$ cat src/rtl/sysctl_pkg.sv
package sysctl_pkg;
  localparam int AW = 12;
  localparam int DW = 32;
  localparam int NLOOP = 8;

  localparam logic [AW-1:0] OFF_CFG0 = 12'h000;
  localparam logic [AW-1:0] OFF_CFG1 = 12'h004;
  localparam logic [AW-1:0] OFF_CFG3 = 12'h00C;
  localparam logic [AW-1:0] OFF_CFG4 = 12'h010;
  localparam logic [AW-1:0] OFF_RTN  = 12'h0A0;
  localparam logic [AW-1:0] OFF_OUT  = 12'h0A4;
  localparam logic [AW-1:0] OFF_CMD  = 12'h0A8;
  localparam logic [AW-1:0] OFF_STAT = 12'h0AC;
  localparam logic [AW-1:0] OFF_LOCK = 12'h100;
  localparam logic [AW-1:0] OFF_AUX  = 12'hFF8;
  localparam logic [AW-1:0] OFF_ID   = 12'hFFC;

  // command word field positions
  localparam int DEV_W   = 12;
  localparam int FUNC_LO = 20;
  localparam int FUNC_W  = 6;
  localparam int WR_BIT  = 30;
  localparam int GO_BIT  = 31;
  localparam logic [FUNC_W-1:0] FUNC_OSC = 6'd1;

  localparam logic [DW-1:0] CMD_KEEP =
    (DW'(1) << WR_BIT) | (((DW'(1) << FUNC_W) - 1) << FUNC_LO) | ((DW'(1) << DEV_W) - 1);
  localparam logic [DW-1:0] CMD_RST  = DW'(FUNC_OSC) << FUNC_LO;
  localparam logic [NLOOP-1:0] MASK_RST = '1;
endpackage

$ cat src/rtl/sysctl_chan.sv
module sysctl_chan
  import sysctl_pkg::*;
#(
  parameter int N_OSC = 3,
  parameter logic [N_OSC-1:0][DW-1:0] OSC_RST = {32'd25000000, 32'd24576000, 32'd50000000}
) (
  input  logic          clk_i,
  input  logic          rst_ni,
  input  logic          cmd_we_i,
  input  logic          out_we_i,
  input  logic [DW-1:0] wdata_i,
  output logic [DW-1:0] cmd_o,
  output logic [1:0]    stat_o,
  output logic [DW-1:0] out_o,
  output logic [DW-1:0] rtn_o
);
  localparam int IW = (N_OSC > 1) ? $clog2(N_OSC) : 1;

  logic [DW-1:0] cmd_q, out_q, rtn_q;
  logic [1:0]    stat_q;
  logic [DW-1:0] osc_q [N_OSC];
  logic [DEV_W-1:0]  dev_w;
  logic [FUNC_W-1:0] func_w;
  logic go_w, wr_w, ok_w;
  logic [IW-1:0] idx_w;
  logic [DW-1:0] sel_osc;

  assign dev_w  = wdata_i[DEV_W-1:0];
  assign func_w = wdata_i[FUNC_LO +: FUNC_W];
  assign go_w   = wdata_i[GO_BIT];
  assign wr_w   = wdata_i[WR_BIT];
  assign ok_w   = (func_w == FUNC_OSC) && (32'(dev_w) < N_OSC);
  assign idx_w  = IW'(dev_w);

  always_comb begin
    sel_osc = '0;
    for (int i = 0; i < N_OSC; i++)
      if (32'(idx_w) == i) sel_osc = osc_q[i];
  end

  always_ff @(posedge clk_i or negedge rst_ni) begin
    if (!rst_ni) begin
      cmd_q  <= CMD_RST;
      stat_q <= '0;
      out_q  <= '0;
      rtn_q  <= '0;
    end else begin
      if (out_we_i) out_q <= wdata_i;
      if (cmd_we_i) begin
        cmd_q  <= wdata_i & CMD_KEEP;
        stat_q <= go_w ? {~ok_w, 1'b1} : 2'b00;
        if (go_w && !wr_w && ok_w) rtn_q <= sel_osc;
      end
    end
  end

  for (genvar g = 0; g < N_OSC; g++) begin : g_osc
    always_ff @(posedge clk_i or negedge rst_ni) begin
      if (!rst_ni) osc_q[g] <= OSC_RST[g];
      else if (cmd_we_i && go_w && wr_w && ok_w && 32'(idx_w) == g) osc_q[g] <= out_q;
    end
  end

  assign cmd_o  = cmd_q;
  assign stat_o = stat_q;
  assign out_o  = out_q;
  assign rtn_o  = rtn_q;

  a_r5_clear: assert property (@(posedge clk_i) disable iff (!rst_ni)
    (cmd_we_i && !wdata_i[GO_BIT]) |=> (stat_o == 2'b00));
  a_r6_done: assert property (@(posedge clk_i) disable iff (!rst_ni)
    (cmd_we_i && wdata_i[GO_BIT]) |=> stat_o[0]);
  a_r8_rtn_hold: assert property (@(posedge clk_i) disable iff (!rst_ni)
    (cmd_we_i && wdata_i[GO_BIT] && stat_o == 2'b00 && wdata_i[FUNC_LO +: FUNC_W] != FUNC_OSC)
      |=> $stable(rtn_o));
  a_r4_no_go: assert property (@(posedge clk_i) disable iff (!rst_ni)
    cmd_we_i |=> !cmd_o[GO_BIT]);
endmodule

$ cat src/rtl/sysctl_lock.sv
module sysctl_lock
  import sysctl_pkg::*;
(
  input  logic             clk_i,
  input  logic             rst_ni,
  input  logic             we_i,
  input  logic [DW-1:0]    wdata_i,
  input  logic [NLOOP-1:0] flags_i,
  output logic [DW-1:0]    rd_o
);
  logic [NLOOP-1:0] mask_q;
  logic all_ok;

  always_ff @(posedge clk_i or negedge rst_ni) begin
    if (!rst_ni) mask_q <= MASK_RST;
    else if (we_i) mask_q <= wdata_i[DW-1 -: NLOOP];
  end

  assign all_ok = &(flags_i | ~mask_q);
  assign rd_o   = {mask_q, flags_i, 15'd0, all_ok};

  a_r9_mask_load: assert property (@(posedge clk_i) disable iff (!rst_ni)
    we_i |=> (rd_o[DW-1 -: NLOOP] == $past(wdata_i[DW-1 -: NLOOP])));
  a_r9_mask_keep: assert property (@(posedge clk_i) disable iff (!rst_ni)
    !we_i |=> $stable(rd_o[DW-1 -: NLOOP]));
endmodule

$ cat src/rtl/sysctl_regs.sv
module sysctl_regs
  import sysctl_pkg::*;
#(
  parameter logic [DW-1:0] CFG4_VAL = 32'h0000_0001,
  parameter logic [DW-1:0] AUX_ID   = 32'h0200_0008,
  parameter logic [DW-1:0] BLK_ID   = 32'h4104_0000,
  parameter int            N_OSC    = 3,
  parameter logic [N_OSC-1:0][DW-1:0] OSC_RST = {32'd25000000, 32'd24576000, 32'd50000000}
) (
  input  logic             clk_i,
  input  logic             rst_ni,
  input  logic             req_i,
  input  logic             we_i,
  input  logic [AW-1:0]    addr_i,
  input  logic [DW-1:0]    wdata_i,
  output logic [DW-1:0]    rdata_o,
  input  logic [NLOOP-1:0] lock_flags_i,
  output logic [NLOOP-1:0] led_o,
  output logic             bad_access_o
);
  logic wr;
  logic [DW-1:0] cfg0_q, cfg1_q, cmd_w, out_w, rtn_w, lock_w;
  logic [1:0] stat_w;
  logic mapped, ro_hit, bad_q;

  assign wr = req_i && we_i;

  always_comb begin
    mapped = 1'b1;
    ro_hit = 1'b0;
    rdata_o = '0;
    unique case (addr_i)
      OFF_CFG0: rdata_o = cfg0_q;
      OFF_CFG1: rdata_o = cfg1_q;
      OFF_CFG3: ro_hit = 1'b1;
      OFF_CFG4: begin rdata_o = CFG4_VAL; ro_hit = 1'b1; end
      OFF_RTN:  begin rdata_o = rtn_w;    ro_hit = 1'b1; end
      OFF_OUT:  rdata_o = out_w;
      OFF_CMD:  rdata_o = cmd_w;
      OFF_STAT: begin rdata_o = {30'd0, stat_w}; ro_hit = 1'b1; end
      OFF_LOCK: rdata_o = lock_w;
      OFF_AUX:  begin rdata_o = AUX_ID;   ro_hit = 1'b1; end
      OFF_ID:   begin rdata_o = BLK_ID;   ro_hit = 1'b1; end
      default:  mapped = 1'b0;
    endcase
  end

  always_ff @(posedge clk_i or negedge rst_ni) begin
    if (!rst_ni) begin
      cfg0_q <= '0;
      cfg1_q <= '0;
      bad_q  <= 1'b0;
    end else begin
      if (wr && addr_i == OFF_CFG0) cfg0_q <= wdata_i;
      if (wr && addr_i == OFF_CFG1) cfg1_q <= wdata_i;
      bad_q <= req_i && (!mapped || (we_i && ro_hit));
    end
  end

  sysctl_chan #(.N_OSC(N_OSC), .OSC_RST(OSC_RST)) u_chan (
    .clk_i    (clk_i),
    .rst_ni   (rst_ni),
    .cmd_we_i (wr && addr_i == OFF_CMD),
    .out_we_i (wr && addr_i == OFF_OUT),
    .wdata_i  (wdata_i),
    .cmd_o    (cmd_w),
    .stat_o   (stat_w),
    .out_o    (out_w),
    .rtn_o    (rtn_w)
  );

  sysctl_lock u_lock (
    .clk_i   (clk_i),
    .rst_ni  (rst_ni),
    .we_i    (wr && addr_i == OFF_LOCK),
    .wdata_i (wdata_i),
    .flags_i (lock_flags_i),
    .rd_o    (lock_w)
  );

  assign led_o        = cfg1_q[NLOOP-1:0];
  assign bad_access_o = bad_q;

  a_r2_led: assert property (@(posedge clk_i) disable iff (!rst_ni)
    (wr && addr_i == OFF_CFG1) |=> (led_o == $past(wdata_i[NLOOP-1:0])));
  a_r10_bad_pulse: assert property (@(posedge clk_i) disable iff (!rst_ni)
    (req_i && addr_i == 12'h008) |=> bad_access_o);
  a_r10_quiet: assert property (@(posedge clk_i) disable iff (!rst_ni)
    !req_i |=> !bad_access_o);
endmodule

$ cat config.mk
export PLATFORM = sky130hd
export DESIGN_NAME = sysctl_regs
export DESIGN_NICKNAME = d
export VERILOG_FILES = /design/src/rtl/sysctl_pkg.sv /design/src/rtl/sysctl_chan.sv /design/src/rtl/sysctl_lock.sv /design/src/rtl/sysctl_regs.sv
export SDC_FILE = /design/constraint.sdc
export NUM_CORES = 1
export LEC_CHECK = 0
export BUFFER_PORTS_ARGS = -buffer_cell sky130_fd_sc_hd__buf_2
export CORE_UTILIZATION = 40
export CTS_CLUSTER_SIZE = 16
export DETAILED_ROUTE_END_ITERATION = 8
export MAX_ROUTING_LAYER = met4
export PLACE_DENSITY_LB_ADDON = 0.2
export SETUP_SLACK_MARGIN = 0.3
export SLEW_MARGIN = 20
export SYNTH_ARGS = -nofsm -noshare
export SYNTH_HDL_FRONTEND = slang
export SYNTH_SLANG_ARGS = --single-unit
export TNS_END_PERCENT = 1
$ cat constraint.sdc
create_clock -name clk_i -period 3 [get_ports clk_i]
set_input_delay 0.6 -clock clk_i [delete_from_list [all_inputs] [get_ports clk_i]]
set_output_delay 0.6 -clock clk_i [all_outputs]
set_load 0.01 [all_outputs]
======== Yosys cells after proc, flatten, opt, wreduce, memory -nomap -nowiden ========
Index checks and enable logic that the tools add are counted.
word-level totals
  register bits ........................... 254
  input port bits ......................... 56
  logic and storage cells ................. 61
operators by class
  magnitude comparators ................... 1
  eq/ne operators ......................... 13
  multiplexer cells ....................... 7
  bitwise operators ....................... 3
  reduce and logical (&&, ||, !) cells .... 26
operators with widths
  kind                                                         number
  case mux 32 bit (10 select lines)                            1
  2-to-1 mux 32 bit                                            3
  equality test 12 x 8 -> 1 bit, second input constant         4
  equality test 12 bit, second input constant                  2
  logical AND 1 bit                                            17
  equality test 12 x 3 -> 1 bit, second input constant         1
  equality test 12 x 4 -> 1 bit, second input constant         1
  equality test 12 x 5 -> 1 bit, second input constant         1
  equality test 12 x 9 -> 1 bit, second input constant         1
  zero test 12 bit                                             1
  less-than comparator 12 x 2 -> 1 bit, second input constant  1
  OR reduction 11 bit                                          1
  NOT 8 bit                                                    1
  bitwise OR 8 bit                                             1
  AND reduction 8 bit                                          1
  equality test 6 x 1 -> 1 bit, second input constant          1
  OR reduction 6 bit                                           1
  equality test 2 x 1 -> 1 bit, second input constant          1
  equality test 2 bit, second input constant                   1
  zero test 1 bit                                              2
  zero test 2 bit                                              1
  2-to-1 mux 1 bit                                             2
  2-to-1 mux 2 bit                                             1
  AND reduction 2 bit                                          1
  other kinds (2)                                              2

======== Logic depth before layout (Yosys ltp) ========
  word-level depth ........................ 6
  gate-level depth with buffers ........... 8
  mapped depth without buffers ............ 5

======== Hierarchy ========
A second synthesis with hierarchy kept.
unflattened totals
  cell total of the unflattened synthesis .. 1009
  area, all modules ....................... 12699.7 sq um
modules (own cells, without submodules)
  module       times used  cells an instance  area each (sq um)  sequential area each (sq um)
  sysctl_chan  1           523                7718.7             4569.4
  sysctl_regs  1           423                4434.3             1626.6
  sysctl_lock  1           63                 546.8              210.2

======== Least setup slack after synthesis ========
Ideal clock, no wire load.
  path kind ............................... input-to-output
  start point ............................. input port addr_i[4]
  end point ............................... output port rdata_o[16]
  data arrival time ....................... 2.380 ns
  data required time ...................... 2.400 ns
  path slack .............................. 0.020 ns
  stages on the path ...................... 7
  path buffers ............................ 3
  path through ............................ clkbuf_1 -> or4_1 -> buf_2 -> nor4_4 -> buf_2 -> a22oi_1 -> o21ai_0
between the ends
  longest elaborated chain between the ends .. 2
  elaborated cells between the ends (all ways) .. 11
  those cells by class .................... eq/ne: 9; mux: 1; reduce/logical: 1
ends and longest elaborated chain
  element                                       RTL line           RTL
  start: declaration                            sysctl_regs.sv:14  input logic [AW-1:0] addr_i,
  equality test 12 bit (tied with other cells)  sysctl_regs.sv:32  unique case (addr_i)
  case mux 32 bit (10 select lines) (*)         sysctl_regs.sv:32
  end: declaration                              sysctl_regs.sv:16  output logic [DW-1:0] rdata_o,
Every way passes the cells marked *; elsewhere a longest branch is shown, timed or not.

======== Final worst setup path ========
  start point ............................. input port addr_i[4]
  end point ............................... output port rdata_o[24]
The elaborated chain is that of the path after synthesis.

==> reports/qor.txt <==
fraction of layout cells with a size suffix above 1 = 45.0%
Clk pin slew, worst setup/hold paths = 0.06 ns
commonest non-fill, non-tap cell in the layout = dfrtp_1
H-tree depth = 1
Worst-Margin Slew = 0.647 ns
VDD IR max = 0.388 mV
CP max FO = 6
initial antenna violation count = 2
Detailed Route WL = 32.6 mm
unrepaired setup endpoints after global routing = yes
Final nets = 1111
CTS tree = built
Async S/R FF share, synth = 100%
Synth area leaders = dfrtp_1 45%, mux2_2 19%, dfstp_2 8.8%, mux2_1 6.5%, mux2i_1 4.0%
Switching Share = 22.6%
Pwr Total = 7.27 mW
Final setup viols = 0
min Tclk post-route = 2.90 ns
Rows = 62
Mapped Cells = 920
Via density = 5.60
top cell type by total area after synthesis = dfrtp_1
gr ovfl total = 0
critical path class = primary input to output pin
Worst Setup Start Kind = primary input
top-area cell type share of the netlist area = 44.9%
Die X = 175 um
GPL Wtd Cong = 0.871
# Max-Cap Violations = 0
Die Area = 0.0305 mm2
Seq cells post-synth = 254
fin crit share = 96.6%
Final Util = 49.6%
Synth cell types = 50
final routed DRC violation total = 0
min-delay worst type = primary input to asynchronous set/reset pin
ys flop type = dfrtp_1
DR vias = 8182
vias in the first global route = 8460
gr usage total = 22.6%
later-pin clock latency in the skew report = 0.54 ns
Pwr per Cell Area = 505 mW/mm2
fillers = 2621
Net Count, Synth = 976
IO Count = 97
status = completed
Max-slew headroom = 56.9%
Mapped Area = 0.0119 mm2
CP max stage delay = 0.56 ns
CP arrival = 2.30 ns
IO Port Bufs = 96
Critical Path RT = 2.40 ns
largest net degree at the start of global routing = 79
Final ANT Viol Nets = 0
Die Y = 175 um
Flop pwr share = 47.3%
Slowest cell on crit path = or4_4
Initial DRC Count = 650
Final Max Slew Viols = 0
core box area = 0.0290 mm2
area of the multi-input gates = 0.00524 mm2
register area share after synthesis = 53.7%
commonest non-fill, non-tap cells in the layout = 214 x dfrtp_1, 196 x mux2_2, 93 x buf_2
CP cell instances = buf_2, or4_4, buf_8, nor2_4, buf_6, buf_8, a22oi_2, o22ai_1, a211o_1, buf_6
Hold Violations, Final = 0
deepest clock path buffer count = 3
Worst Skew = 0.0120 ns
internal power = 5.63 mW
Clk pwr share = 47.8%
1st-pass router iterations = 6
P_leak = 6.98 nW
Post-DP HPWL = 22.2 mm
global-route wire length before repair = 51.1 mm
Gate power share = 4.9%
clock buffer count from CTS = 28
drt wl/cell = 22.3 um
internal reg-to-reg setup slack = 1.95 ns
critical path capture point type = output pin
Area Growth Syn to Fin = 20.8%
initial core utilization = 41.1%
CTS Root Cell = clkbuf_16
Post-synth EDFFs = 0
Worst Hold Slack = 0.0367 ns
register area = 0.00641 mm2
Yosys warnings = 0
switching power total = 1.64 mW
fmax = 345 MHz
CTS Sinks = 254
Syn Area/Cell = 13.0 um2
synthesized netlist by cell type (2+ instances only):
cell / number
and2_1: 3
mux2_2: 196
mux2i_1: 48
nand3_1: 12
nor4_1: 6
o21ai_0: 50
a222oi_1: 2
or3_1: 3
o22ai_1: 14
a221oi_1: 5
o211ai_1: 2
nor2b_1: 4
nor2_1: 22
a31oi_1: 3
nor3_2: 3
dfrtp_1: 214
a22oi_1: 35
mux2_1: 69
nor4b_1: 2
a32o_1: 3
nand4_1: 3
a22o_1: 16
buf_1: 7
clkbuf_1: 27
a21oi_1: 4
dfstp_2: 40
buf_4: 11
nand2_1: 49
a211o_1: 3
nor3_1: 5
nor4_4: 2
or4_1: 2
buf_2: 26
o221ai_1: 2
inv_1: 12
layer usage:
layer | vias to the layer above | GRT usage [%] | part of all wire (%)
met5 | - | - | 0
met4 | 0 | 4.89 | 2.0
met3 | 42 | 3.00 | 4.7
met2 | 236 | 36.2 | 47
met1 | 4236 | 30.8 | 46
li1 | 3668 | - | -
power by group through the flow:
stage | Combinational [mW] | Sequential [mW] | Clock (mW)
CTS | 0.356 | 3.44 | 3.55
detailed placement | 0.350 | 3.50 | 0
floorplan | 0.105 | 3.50 | 0
global route | 0.385 | 3.44 | 3.69
global placement | 0.349 | 3.50 | 0
finish | 0.356 | 3.44 | 3.48
sequential cells by signal (all words and copies together), names as in the netlist:
signal and count:
u_chan.osc_q 96, cfg0_q 32, cfg1_q 32, u_chan.out_o 32
u_chan.rtn_o 32, u_chan.cmd_o 19, u_lock.mask_q 8, u_chan.stat_o 2
bad_access_o 1
stage by stage:
stage	worst slack [ns]	area, um2	setup TNS, ns	std cells
3_3_place_gp	-0.135	13300	-0.190	1405
3_5_place_dp	-0.0935	13300	-0.135	1405
2_1_floorplan	0.0783	11900	0	920
4_1_cts	0.0493	14300	0	1458
6_report	0.101	14400	0	1462
5_1_grt	0.0477	14400	0	1462
worst paths after layout:
| kind | from | end | depth (start not counted) |
|---|---|---|---|
| worst max-delay path | addr_i[4] | rdata_o[24] | 10 |
| worst min-delay path | rst_ni | u_chan.rtn_o[4] | 1 |
| worst max register to register | u_chan.osc_q[60] | u_chan.rtn_o[28] | 3 |
| worst min register to register | u_chan.rtn_o[25] | u_chan.rtn_o[25] | 1 |
| max in group asynchronous | rst_ni | u_lock.mask_q[3] | 2 |
| min in group clk_i | wdata_i[16] | cfg0_q[16] | 2 |
area by class of cell:
type / instances / share of cell area [%]
flip-flops and latches: 254 / 44.5
multi-input cells: 583 / 36.4
repair buffers: 176 / 8.95
clock buffers: 41 / 5.77
well taps: 384 / 3.34
clock inverters: 11 / 0.773
inverters: 12 / 0.313
diodes: 1 / 0.0174
worst max-delay path: cells and delay by family:
kind | cells | cell delay [ns]
compound gates | 3 | 0.44
buf+inv | 5 | 0.61
simple gates | 2 | 0.66
kinds of logic after synthesis:
kind of cell           count (synthesis)  synth area share, %
muxes                                313                 29.1
and+or+nand+nor                      125                 5.68
buffers and inverters                 83                 3.23
DFF                                  254                 53.7
AOI/OAI and AO/OA                    145                 8.29
what timing repair did:
action / in CTS / in global routing
pin swaps: 5 / 5
buffers inserted: 1 / 3
setup endpoints to repair: 32 / 32
hold buffers: 0 / 0
gates cloned: 0 / 0
resized for setup: 15 / 9
Power figures use the tool's default switching activity.
